File: src/rtl/dotp_pkg.sv
package dotp_pkg;
  localparam int unsigned LANES = 4;

  typedef enum logic [1:0] {
    PH_RUN   = 2'd0,
    PH_FLUSH = 2'd1,
    PH_MERGE = 2'd2
  } phase_e;
endpackage

File: src/rtl/dotp_mul_pipe.sv
module dotp_mul_pipe #(
  parameter int unsigned IN_W  = 16,
  parameter int unsigned ACC_W = 40,
  parameter int unsigned DEPTH = 4
) (
  input  logic                    clk,
  input  logic                    rst_n,
  input  logic                    in_v,
  input  logic                    in_last,
  input  logic signed [IN_W-1:0]  in_a,
  input  logic signed [IN_W-1:0]  in_b,
  output logic                    out_v,
  output logic                    out_last,
  output logic signed [ACC_W-1:0] out_p
);
  localparam int unsigned PROD_W = 2 * IN_W;

  logic signed [PROD_W-1:0] prod_w;
  logic signed [ACC_W-1:0]  prod_ext;
  logic [DEPTH-1:0]         v_q;
  logic [DEPTH-1:0]         l_q;
  logic signed [ACC_W-1:0]  p_q [DEPTH];

  assign prod_w   = in_a * in_b;
  assign prod_ext = {{(ACC_W-PROD_W){prod_w[PROD_W-1]}}, prod_w};

  // control bits carry reset, data stages only load when their input is valid
  always_ff @(posedge clk or negedge rst_n) begin
    if (!rst_n) begin
      v_q <= '0;
      l_q <= '0;
    end else begin
      v_q <= {v_q[DEPTH-2:0], in_v};
      l_q <= {l_q[DEPTH-2:0], in_v & in_last};
    end
  end

  always_ff @(posedge clk) begin
    if (in_v) p_q[0] <= prod_ext;
    for (int s = 1; s < DEPTH; s++) begin
      if (v_q[s-1]) p_q[s] <= p_q[s-1];
    end
  end

  assign out_v    = v_q[DEPTH-1];
  assign out_last = l_q[DEPTH-1];
  assign out_p    = p_q[DEPTH-1];
endmodule

File: src/rtl/dotp_add_pipe.sv
module dotp_add_pipe #(
  parameter int unsigned ACC_W = 40,
  parameter int unsigned DEPTH = 4
) (
  input  logic                    clk,
  input  logic                    rst_n,
  input  logic                    in_v,
  input  logic signed [ACC_W-1:0] op_x,
  input  logic signed [ACC_W-1:0] op_y,
  output logic                    out_v,
  output logic signed [ACC_W-1:0] out_s
);
  logic [DEPTH-1:0]        v_q;
  logic signed [ACC_W-1:0] s_q [DEPTH];
  logic signed [ACC_W-1:0] sum_w;

  assign sum_w = op_x + op_y;

  always_ff @(posedge clk or negedge rst_n) begin
    if (!rst_n) v_q <= '0;
    else        v_q <= {v_q[DEPTH-2:0], in_v};
  end

  always_ff @(posedge clk) begin
    if (in_v) s_q[0] <= sum_w;
    for (int s = 1; s < DEPTH; s++) begin
      if (v_q[s-1]) s_q[s] <= s_q[s-1];
    end
  end

  assign out_v = v_q[DEPTH-1];
  assign out_s = s_q[DEPTH-1];
endmodule

File: src/rtl/dotp_ctrl.sv
module dotp_ctrl
  import dotp_pkg::*;
(
  input  logic clk,
  input  logic rst_n,
  input  logic in_valid,
  input  logic in_last,
  input  logic mul_last,
  output logic in_ready,
  output logic recirc_en,
  output logic hold_ld,
  output logic comb_en,
  output logic res_ld,
  output logic merge_on
);
  localparam int unsigned STEP_W = 4;
  // merge schedule, counted from the cycle after the last product enters the ring
  localparam logic [STEP_W-1:0] ST_HOLD_A = 4'd1;
  localparam logic [STEP_W-1:0] ST_ADD_A  = 4'd2;
  localparam logic [STEP_W-1:0] ST_HOLD_B = 4'd3;
  localparam logic [STEP_W-1:0] ST_ADD_B  = 4'd4;
  localparam logic [STEP_W-1:0] ST_HOLD_C = 4'd6;
  localparam logic [STEP_W-1:0] ST_ADD_C  = 4'd8;
  localparam logic [STEP_W-1:0] ST_DONE   = 4'd12;

  phase_e            ph_q, ph_d;
  logic [STEP_W-1:0] step_q, step_d;

  always_comb begin
    ph_d   = ph_q;
    step_d = step_q;
    unique case (ph_q)
      PH_RUN: begin
        if (in_valid && in_last) ph_d = PH_FLUSH;
      end
      PH_FLUSH: begin
        if (mul_last) begin
          ph_d   = PH_MERGE;
          step_d = 4'd1;
        end
      end
      PH_MERGE: begin
        step_d = step_q + 4'd1;
        if (step_q == ST_DONE) begin
          ph_d   = PH_RUN;
          step_d = '0;
        end
      end
      default: begin
        ph_d   = PH_RUN;
        step_d = '0;
      end
    endcase
  end

  always_ff @(posedge clk or negedge rst_n) begin
    if (!rst_n) begin
      ph_q   <= PH_RUN;
      step_q <= '0;
    end else begin
      ph_q   <= ph_d;
      step_q <= step_d;
    end
  end

  assign merge_on  = (ph_q == PH_MERGE);
  assign in_ready  = (ph_q == PH_RUN);
  assign recirc_en = !merge_on;
  assign hold_ld   = merge_on && ((step_q == ST_HOLD_A) || (step_q == ST_HOLD_B) ||
                                  (step_q == ST_HOLD_C));
  assign comb_en   = merge_on && ((step_q == ST_ADD_A) || (step_q == ST_ADD_B) ||
                                  (step_q == ST_ADD_C));
  assign res_ld    = merge_on && (step_q == ST_DONE);
endmodule

File: src/rtl/dotp_accum.sv
module dotp_accum
  import dotp_pkg::*;
#(
  parameter int unsigned IN_W  = 16,
  parameter int unsigned ACC_W = 40
) (
  input  logic             clk,
  input  logic             rst_n,
  input  logic             in_valid,
  output logic             in_ready,
  input  logic             in_last,
  input  logic [IN_W-1:0]  in_a,
  input  logic [IN_W-1:0]  in_b,
  output logic             res_valid,
  output logic [ACC_W-1:0] res_data
);
  localparam int unsigned STAGES = LANES;

  logic [1:0]              rst_sync_q;
  logic                    rst_int_n;
  logic                    accept;
  logic                    mul_v, mul_last;
  logic signed [ACC_W-1:0] mul_p;
  logic                    fb_v;
  logic signed [ACC_W-1:0] fb_s;
  logic                    recirc_en, hold_ld, comb_en, res_ld, merge_on;
  logic                    add_v;
  logic signed [ACC_W-1:0] add_x, add_y;
  logic signed [ACC_W-1:0] fb_gated;
  logic signed [ACC_W-1:0] hold_q, hold_d;
  logic [ACC_W-1:0]        res_q, res_d;
  logic                    res_v_q;

  // asynchronous assertion, synchronous release
  always_ff @(posedge clk or negedge rst_n) begin
    if (!rst_n) rst_sync_q <= '0;
    else        rst_sync_q <= {rst_sync_q[0], 1'b1};
  end
  assign rst_int_n = rst_sync_q[1];

  assign accept = in_valid && in_ready;

  dotp_ctrl u_ctrl (
    .clk       (clk),
    .rst_n     (rst_int_n),
    .in_valid  (in_valid),
    .in_last   (in_last),
    .mul_last  (mul_last),
    .in_ready  (in_ready),
    .recirc_en (recirc_en),
    .hold_ld   (hold_ld),
    .comb_en   (comb_en),
    .res_ld    (res_ld),
    .merge_on  (merge_on)
  );

  dotp_mul_pipe #(.IN_W(IN_W), .ACC_W(ACC_W), .DEPTH(STAGES)) u_mul (
    .clk      (clk),
    .rst_n    (rst_int_n),
    .in_v     (accept),
    .in_last  (in_last),
    .in_a     ($signed(in_a)),
    .in_b     ($signed(in_b)),
    .out_v    (mul_v),
    .out_last (mul_last),
    .out_p    (mul_p)
  );

  // an empty ring slot contributes zero
  assign fb_gated = fb_v ? fb_s : '0;

  always_comb begin
    add_v = 1'b0;
    add_x = '0;
    add_y = '0;
    if (recirc_en) begin
      add_v = mul_v || fb_v;
      add_x = mul_v ? mul_p : '0;
      add_y = fb_gated;
    end else if (comb_en) begin
      add_v = 1'b1;
      add_x = fb_gated;
      add_y = hold_q;
    end
  end

  dotp_add_pipe #(.ACC_W(ACC_W), .DEPTH(STAGES)) u_add (
    .clk   (clk),
    .rst_n (rst_int_n),
    .in_v  (add_v),
    .op_x  (add_x),
    .op_y  (add_y),
    .out_v (fb_v),
    .out_s (fb_s)
  );

  always_comb begin
    hold_d = hold_q;
    res_d  = res_q;
    if (hold_ld) hold_d = fb_gated;
    if (res_ld)  res_d  = fb_gated;
  end

  always_ff @(posedge clk) begin
    if (hold_ld) hold_q <= hold_d;
  end

  always_ff @(posedge clk or negedge rst_int_n) begin
    if (!rst_int_n) begin
      res_q   <= '0;
      res_v_q <= 1'b0;
    end else begin
      if (res_ld) res_q <= res_d;
      res_v_q <= res_ld;
    end
  end

  assign res_valid = res_v_q;
  assign res_data  = res_q;
endmodule

File: config.mk
export PLATFORM = sky130hd
export DESIGN_NAME = dotp_accum
export DESIGN_NICKNAME = d
export VERILOG_FILES = /design/src/rtl/dotp_pkg.sv /design/src/rtl/dotp_mul_pipe.sv /design/src/rtl/dotp_add_pipe.sv /design/src/rtl/dotp_ctrl.sv /design/src/rtl/dotp_accum.sv
export SDC_FILE = /design/constraint.sdc
export NUM_CORES = 1
export LEC_CHECK = 0
export ABC_CLOCK_PERIOD_IN_PS = 1900
export BUFFER_PORTS_ARGS = -buffer_cell sky130_fd_sc_hd__buf_2
export CORE_MARGIN = 1
export CORE_UTILIZATION = 35
export DETAILED_ROUTE_END_ITERATION = 8
export PLACE_DENSITY = 0.6
export SLEW_MARGIN = 25
export SYNTH_ARGS = -nofsm -noshare
export SYNTH_HDL_FRONTEND = slang
export SYNTH_SLANG_ARGS = --single-unit
export TNS_END_PERCENT = 50
File: constraint.sdc
create_clock -name clk -period 1.9 [get_ports clk]
set_input_delay 0.095 -clock clk [delete_from_list [all_inputs] [get_ports clk]]
set_output_delay 0.095 -clock clk [all_outputs]
set_load 0.02 [all_outputs]
==> results of run 1 <==
-- synthesized netlist by cell type (8+ instances only) --
| cell | n | area share (%) |
|---|---|---|
| xor2_1 | 14 | 0.49 |
| xnor2_1 | 53 | 1.8 |
| dfrtp_1 | 61 | 6.0 |
| edfxtp_1 | 328 | 39 |
| o21ai_0 | 111 | 2.2 |
| a22o_1 | 31 | 1.1 |
| nand4_1 | 12 | 0.30 |
| nand2_1 | 299 | 4.4 |
| nand2b_1 | 8 | 0.20 |
| ha_1 | 129 | 6.4 |
| inv_1 | 330 | 4.9 |
| nor2_1 | 61 | 0.91 |
| a21oi_1 | 64 | 1.3 |
| o21a_1 | 10 | 0.30 |
| clkbuf_1 | 75 | 1.1 |
| fa_1 | 263 | 21 |
| and2_1 | 124 | 3.1 |
| nand3_1 | 16 | 0.32 |
| o21bai_1 | 10 | 0.30 |
| nor2b_1 | 8 | 0.20 |
| a21o_1 | 26 | 0.77 |
| a31oi_1 | 8 | 0.20 |
| nor3_1 | 16 | 0.32 |
-- registers in the layout, indices dropped and copies added (netlist names) --
| register | cells |
|---|---|
| u_add.s_q | 160 |
| u_add.v_q | 4 |
| u_mul.v_q | 4 |
| u_ctrl.step_q | 4 |
| u_mul.p_q | 128 |
| u_ctrl.ph_q | 2 |
| u_mul.l_q | 4 |
| res_data | 40 |
| res_valid | 1 |
| rst_sync_q | 2 |
| hold_q | 40 |
-- area by class of cell --
class,count,share of cell area [%]
clock buffers,50,3.23
clock inverters,22,0.789
inverters,330,3.64
multi-input cells,1358,41.4
flip-flops and latches,389,33.4
well taps,950,3.49
repair buffers,540,14.1
-- per-stage QoR --
step	instances	hold WS [ns]
2_1_floorplan	2158	-0.201
3_3_place_gp	3479	-0.121
3_5_place_dp	3479	-0.113
4_1_cts	3605	0.0125
5_1_grt	3639	0.0406
6_report	3639	0.0156
-- critical path, cell delays in order --
cell     delay (ns)
buf_12         0.12
and2_4         0.15
fa_1           0.54
inv_1          0.05
fa_1           0.47
fa_1           0.49
inv_1          0.05
fa_1           0.48
fa_1           0.51
inv_1          0.05
fa_1           0.49
inv_2          0.05
ha_4           0.21
a21o_1         0.17
a211o_1        0.35
a21oi_2        0.17
o21ai_2        0.10
a31o_4         0.25
a211o_1        0.26
a21oi_2        0.13
xnor2_1        0.07
-- kinds of logic (layout without fill, tap and decap cells) --
kind of cell / count (synthesis) / in the layout / synth area share, %
AO/OA/AOI/OAI: 330 / 330 / 8.71
XOR/XNOR: 67 / 67 / 2.33
adder cells (fa/ha/maj): 392 / 392 / 27.3
buffers and inverters: 411 / 942 / 6.16
flip-flops: 389 / 389 / 45.1
multiplexers: 2 / 2 / 0.0843
other: 1 / 1 / 0.0149
AND/OR/NAND/NOR: 566 / 566 / 10.4
-- repair_timing --
item / 4_1_cts / 5_1_grt
setup endpoints to repair: 140 / 150
gates resized for setup: 294 / 174
gates cloned: 6 / 2
endpoints found under the hold margin: 3 / 0
setup buffers: 51 / 39
hold buffers: 4 / 0
pin swaps: 127 / 134
-- worst paths after layout --
kind                                   from          endpoint  slack [ns]  cells past startpoint
max                                 in_a[8]  u_mul.p_q[0][38]       -3.08                     21
min                                in_valid    u_ctrl.ph_q[0]        0.02                      4
max reg2reg                u_ctrl.step_q[1]  u_add.s_q[0][32]       -2.01                     19
min reg2reg                   rst_sync_q[1]      res_data[14]        0.30                      0
max in group asynchronous     rst_sync_q[1]      res_data[21]        0.97                      1
min in group asynchronous     rst_sync_q[1]      res_data[14]        0.30                      0
-- metal layers --
layer / up-vias / wire length [um] / GRT usage, % / part of all wire (%)
li1: 8153 / - / - / -
met3: 112 / 2030 / 1.51 / 3.5
met4: 0 / 1530 / 4.55 / 2.6
met1: 8577 / 25400 / 20.2 / 43
met5: - / 0 / 0 / 0
met2: 352 / 29700 / 28.3 / 51
==> summary.md, run 1 <==
| Metric | Value |
|---|---|
| Die ar. | `73200 um2` |
| Worst-path maximum fanout | `7` |
| Fmax | `201 MHz` |
| Max_slew headroom | `57.6%` |
| Ant. Diodes | `0` |
| Multi-input logic area | `14100 um2` |
| CTS tree | `yes` |
| Gate Count Post-Synth | `2158` |
| Cell area after layout | `34100 um2` |
| Chip height | `271 um` |
| RSZ-0062 raised after global routing | `yes` |
| Max-cap violations | `0` |
| CTS sink cnt | `389` |
| Clk Tree Root Cell | `clkbuf_16` |
| CP endpoint kind | `flop` |
| Worst-skew pair later-pin latency | `0.54 ns` |
| Clock Tree Buf Depth | `3` |
| Port bufs | `77` |
| Post-synthesis sequential area ratio | `45.1%` |
| Async SR Flop Fraction | `15.7%` |
| Post-synth EDFFs | `328` |
| Setup WS pre-CTS | `-3.83 ns` |
| Largest net degree at the start of global routing | `82` |
| Post-synthesis average cell area | `11.7 um2` |
| Failing checks | `negative setup slack` |
| CP arrival | `5.26 ns` |
| CP Launch Type | `input port` |
| Total number of vias | `17194` |
| Core Box Area | `71400 um2` |
| Layout area overhead | `35.0%` |
| Final hold vios | `0` |
| Routed wire per std cell | `16.1 um` |
| Total track usage | `15.8%` |
| WL final | `58700 um` |
| Synth unique cells | `71` |
| Post-DP HPWL | `43300 um` |
| Final Max Tran Viols | `0` |
| Most frequent cells in the layout | `354 x buf_4, 328 x edfxtp_1, 298 x inv_1, 273 x nand2_1, 243 x fa_1` |
| Ratio of cells with drive above 1 in the final layout | `34.3%` |
| Worst Path Required | `2.18 ns` |
| Total grt overflow | `0` |
| Clk slew on worst S/H paths | `0.06 ns` |
| Ports | `78` |
| Outcome | `complete, but fails checks` |
| Mapped cell area | `25200 um2` |
| Antenna violations before repair | `0` |
| Post-synth net total | `2586` |
| H-tree levels | `2` |
| Drt first-iter violations | `901` |
| Layout Skew | `0.0201 ns` |
| FF+latch area | `11400 um2` |
| Initial Util | `35.4%` |
| CTS buffer count | `39` |
| Setup TNS Final | `-147.68 ns` |
| Final min period | `4.98 ns` |
| Pre-antenna DRT Iters | `5` |
| First-pass GRT wire length | `93800 um` |
| Vias in the first global route | `18519` |
| Routed Antenna Nets | `0` |
| Number of remaining DRC errors | `0` |
| Post-Route Utilization | `47.8%` |
| Placer congestion estimate | `0.887` |
| Post-DP Area | `29900 um2` |
| Top_reg_cell synth | `edfxtp_1` |
| Vias/cell | `4.72` |
| Crit Path Category | `in2reg` |
| Setup Viol. Count Final | `139` |
| Worst slew pin tran | `0.636 ns` |
| Number of synthesized register bits | `389` |
| Final period utilization | `262%` |
| NumNets Final | `3086` |
| Site Rows | `98` |
| Setup ws final | `-3.08 ns` |
| FILL cells | `6338` |
| Synth Warn # | `0` |
| Die Wd | `271 um` |
| Most common cell after layout, fill and taps aside | `buf_4` |
| Hold Crit Class | `in2reg` |
Power of run 1 is not shown: default switching activity piles up to over one toggle a cycle in this logic, so the estimate is an artifact.
==> run 2, diff against run 1 <==
CTS_BUF_LIST = sky130_fd_sc_hd__clkbuf_8 sky130_fd_sc_hd__clkbuf_16   (was not set)
==> summary.md, run 2 (synthesized netlist as in run 1, its figures left out) <==
| Metric | Value |
|---|---|
| Most flops, register | `u_add.s_q` |
| Die Wd | `271 um (unchanged)` |
| CTS sink cnt | `389 (unchanged)` |
| Layout Skew | `0.0230 ns (+0.00290 ns)` |
| Ant. Diodes | `0 (unchanged)` |
| Outcome | `complete, but fails checks` |
| Die ar. | `73200 um2 (unchanged)` |
| Max FFs per register | `160 (unchanged)` |
| Site Rows | `98 (unchanged)` |
| Total track usage | `15.8% (+0.026 points)` |
| Slowest CP cell | `fa_1` |
| FILL cells | `6358 (+0.32%)` |
| Worst-path maximum fanout | `5 (-2)` |
| First-pass GRT wire length | `94000 um (+0.23%)` |
| Setup WS pre-CTS | `-3.83 ns (unchanged)` |
| RSZ-0062 raised after global routing | `yes` |
| Clk Tree Root Cell | `clkbuf_16` |
| Drt first-iter violations | `867 (-3.8%)` |
| Final hold vios | `0 (unchanged)` |
| Setup Viol. Count Final | `139 (unchanged)` |
| Vias/cell | `4.71 (-0.26%)` |
| Antenna violations before repair | `0 (unchanged)` |
| Launching point of the worst reg2reg path | `u_ctrl.step_q[1]` |
| Routed Antenna Nets | `0 (unchanged)` |
| CP arrival | `5.33 ns (+0.07 ns)` |
| Initial Util | `35.4% (unchanged)` |
| WL final | `58500 um (-0.21%)` |
| Port bufs | `77 (unchanged)` |
| Met3 GRT Util | `1.67% (+0.16 points)` |
| Chip height | `271 um (unchanged)` |
| CP Launch Type | `input port` |
| Fmax | `201 MHz (about the same)` |
| Final period utilization | `262% (about the same)` |
| Worst Path Required | `2.25 ns (+0.07 ns)` |
| CP delay by family, top | `adder cells` |
| Final Max Tran Viols | `0 (unchanged)` |
| Most common cell after layout, fill and taps aside | `buf_4` |
| Largest registers | `u_add.s_q x160, u_mul.p_q x128` |
| Core Box Area | `71400 um2 (unchanged)` |
| Total grt overflow | `0 (unchanged)` |
| H-tree levels | `2 (unchanged)` |
| NumNets Final | `3082 (-0.13%)` |
| Post-DP HPWL | `43300 um (unchanged)` |
| Worst slew pin tran | `0.643 ns (+0.00634 ns)` |
| Met2 usage | `28.3% (about the same)` |
| Crit Path Category | `in2reg` |
| Layout area overhead | `34.6%` |
| Most frequent cells in the layout | `355 x buf_4, 328 x edfxtp_1, 304 x inv_1, 274 x nand2_1, 243 x fa_1` |
| Placer congestion estimate | `0.887 (unchanged)` |
| Max incr delay on CP | `0.54 ns (about the same)` |
| Flop-to-flop setup slack | `-2.04 ns (-0.03 ns)` |
| GR peak layer | `met2` |
| Hold Crit Class | `in2reg` |
| HP Start | `in_valid` |
| Critical path startpoint | `in_a[6]` |
| Worst-skew pair later-pin latency | `0.54 ns (about the same)` |
| Vias in the first global route | `18540 (+0.11%)` |
| Max-cap violations | `0 (unchanged)` |
| Setup ws final | `-3.08 ns (-0.00476 ns)` |
| Total number of vias | `17131 (-0.37%)` |
| Failing checks | `negative setup slack` |
| Most frequent cell on the critical path | `fa_1` |
| Final min period | `4.98 ns (+0.00476 ns)` |
| Cell breakdown of the critical path | `buf_12 -> buf_6 -> and2_4 -> fa_1 -> inv_1 -> fa_2 -> fa_1 -> inv_2 -> ha_4 -> fa_1 -> fa_1 -> ha_4 -> a21o_1 -> a31oi_4 -> nand4_1 -> a31o_1 -> a211oi_4 -> buf_6 -> o211ai_2 -> a2111o_1 -> o311ai_2` |
| Max_slew headroom | `57.1% (-0.42 points)` |
| Number of remaining DRC errors | `0 (unchanged)` |
| CTS buffer count | `39 (unchanged)` |
| Clock Tree Buf Depth | `3 (unchanged)` |
| Multi-input logic area | `14100 um2 (-0.21%)` |
| FF+latch area | `11400 um2 (unchanged)` |
| Dpl cells | `3479 (unchanged)` |
| CP endpoint kind | `flop` |
| CTS tree | `yes` |
| Ratio of cells with drive above 1 in the final layout | `34.1% (-0.21 points)` |
| Pre-antenna DRT Iters | `5 (unchanged)` |
| Non-Filler Instances | `3635 (-0.11%)` |
| Routed wire per std cell | `16.1 um (about the same)` |
| Met1 Use GR | `20.1% (-0.034 points)` |
| Largest net degree at the start of global routing | `82 (unchanged)` |
| Ports | `78 (unchanged)` |
| Buffers & Inverters on Critical Path | `5 (unchanged)` |
| Clk slew on worst S/H paths | `0.06 ns (about the same)` |
[run 2: cell types whose count changed in the layout (fill, tap and decap cells not counted), sizes merged]
cell / before / now
buf: 532 / 529
clkbuf: 54 / 48
inv: 333 / 338
[run 2: what timing repair did]
action,in CTS,in global routing
hold buffers,4,0
cloned,6,1
endpoints found under the hold margin,3,0
gates resized for setup,296,161
pin swaps,128,129
buffers inserted,49,40
endpoints found under the setup margin,140,150
[run 2: final timing paths]
check | endpoint | cells after the start
setup / recovery | u_mul.p_q[0][30] | 21
hold / removal | u_ctrl.ph_q[0] | 4
setup reg to reg | u_add.s_q[0][39] | 19
hold reg to reg | res_data[14] | 0
max in group asynchronous | res_data[23] | 1
min in group asynchronous | res_data[14] | 0
[run 2: per-stage QoR]
| stage | cell area (um2) | setup TNS (ns) | hold WS, ns | utilization (%) |
|---|---|---|---|---|
| 3_3_place_gp | 29900 | -157.41 | -0.121 | 41.9 |
| 4_1_cts | 33000 | -146.46 | 0.0125 | 46.3 |
| 6_report | 34000 | -146.78 | 0.0119 | 47.6 |
| 2_1_floorplan | 26000 | -160.61 | -0.201 | - |
| 5_1_grt | 34000 | -162.42 | 0.0406 | 47.6 |
| 3_5_place_dp | 29900 | -161.35 | -0.113 | 41.9 |
[run 2: layout make-up]
class                      count  area share, %
clock buffer                  45           3.18
clock inverter                27          0.847
inverter                     330           3.65
multi-input combinational   1358           41.4
sequential                   389           33.5
tap                          950           3.50
timing repair buffer         536           13.9
[run 2: worst register-to-register path, stage by stage (launching register included)]
cell and delay (ns):
dfrtp_2 0.40, inv_2 0.06, ha_4 0.16, mux2i_1 0.13
nor2_1 0.05, o21a_2 0.23, buf_12 0.15, buf_16 0.15
buf_12 0.15, buf_12 0.15, a22o_1 0.20, ha_1 0.33
a21o_1 0.21, a21o_1 0.17, a21oi_2 0.19, o21ai_2 0.10
a21oi_2 0.21, o211ai_2 0.13, or4_1 0.39, and4_1 0.16
[run 2: layer usage]
layer	part of all wire, %	wire length [um]
met1	44	25500
met2	51	29700
met3	3.2	1850
met4	2.6	1500
met5	0	0
Power of run 2 is left out for the same reason.
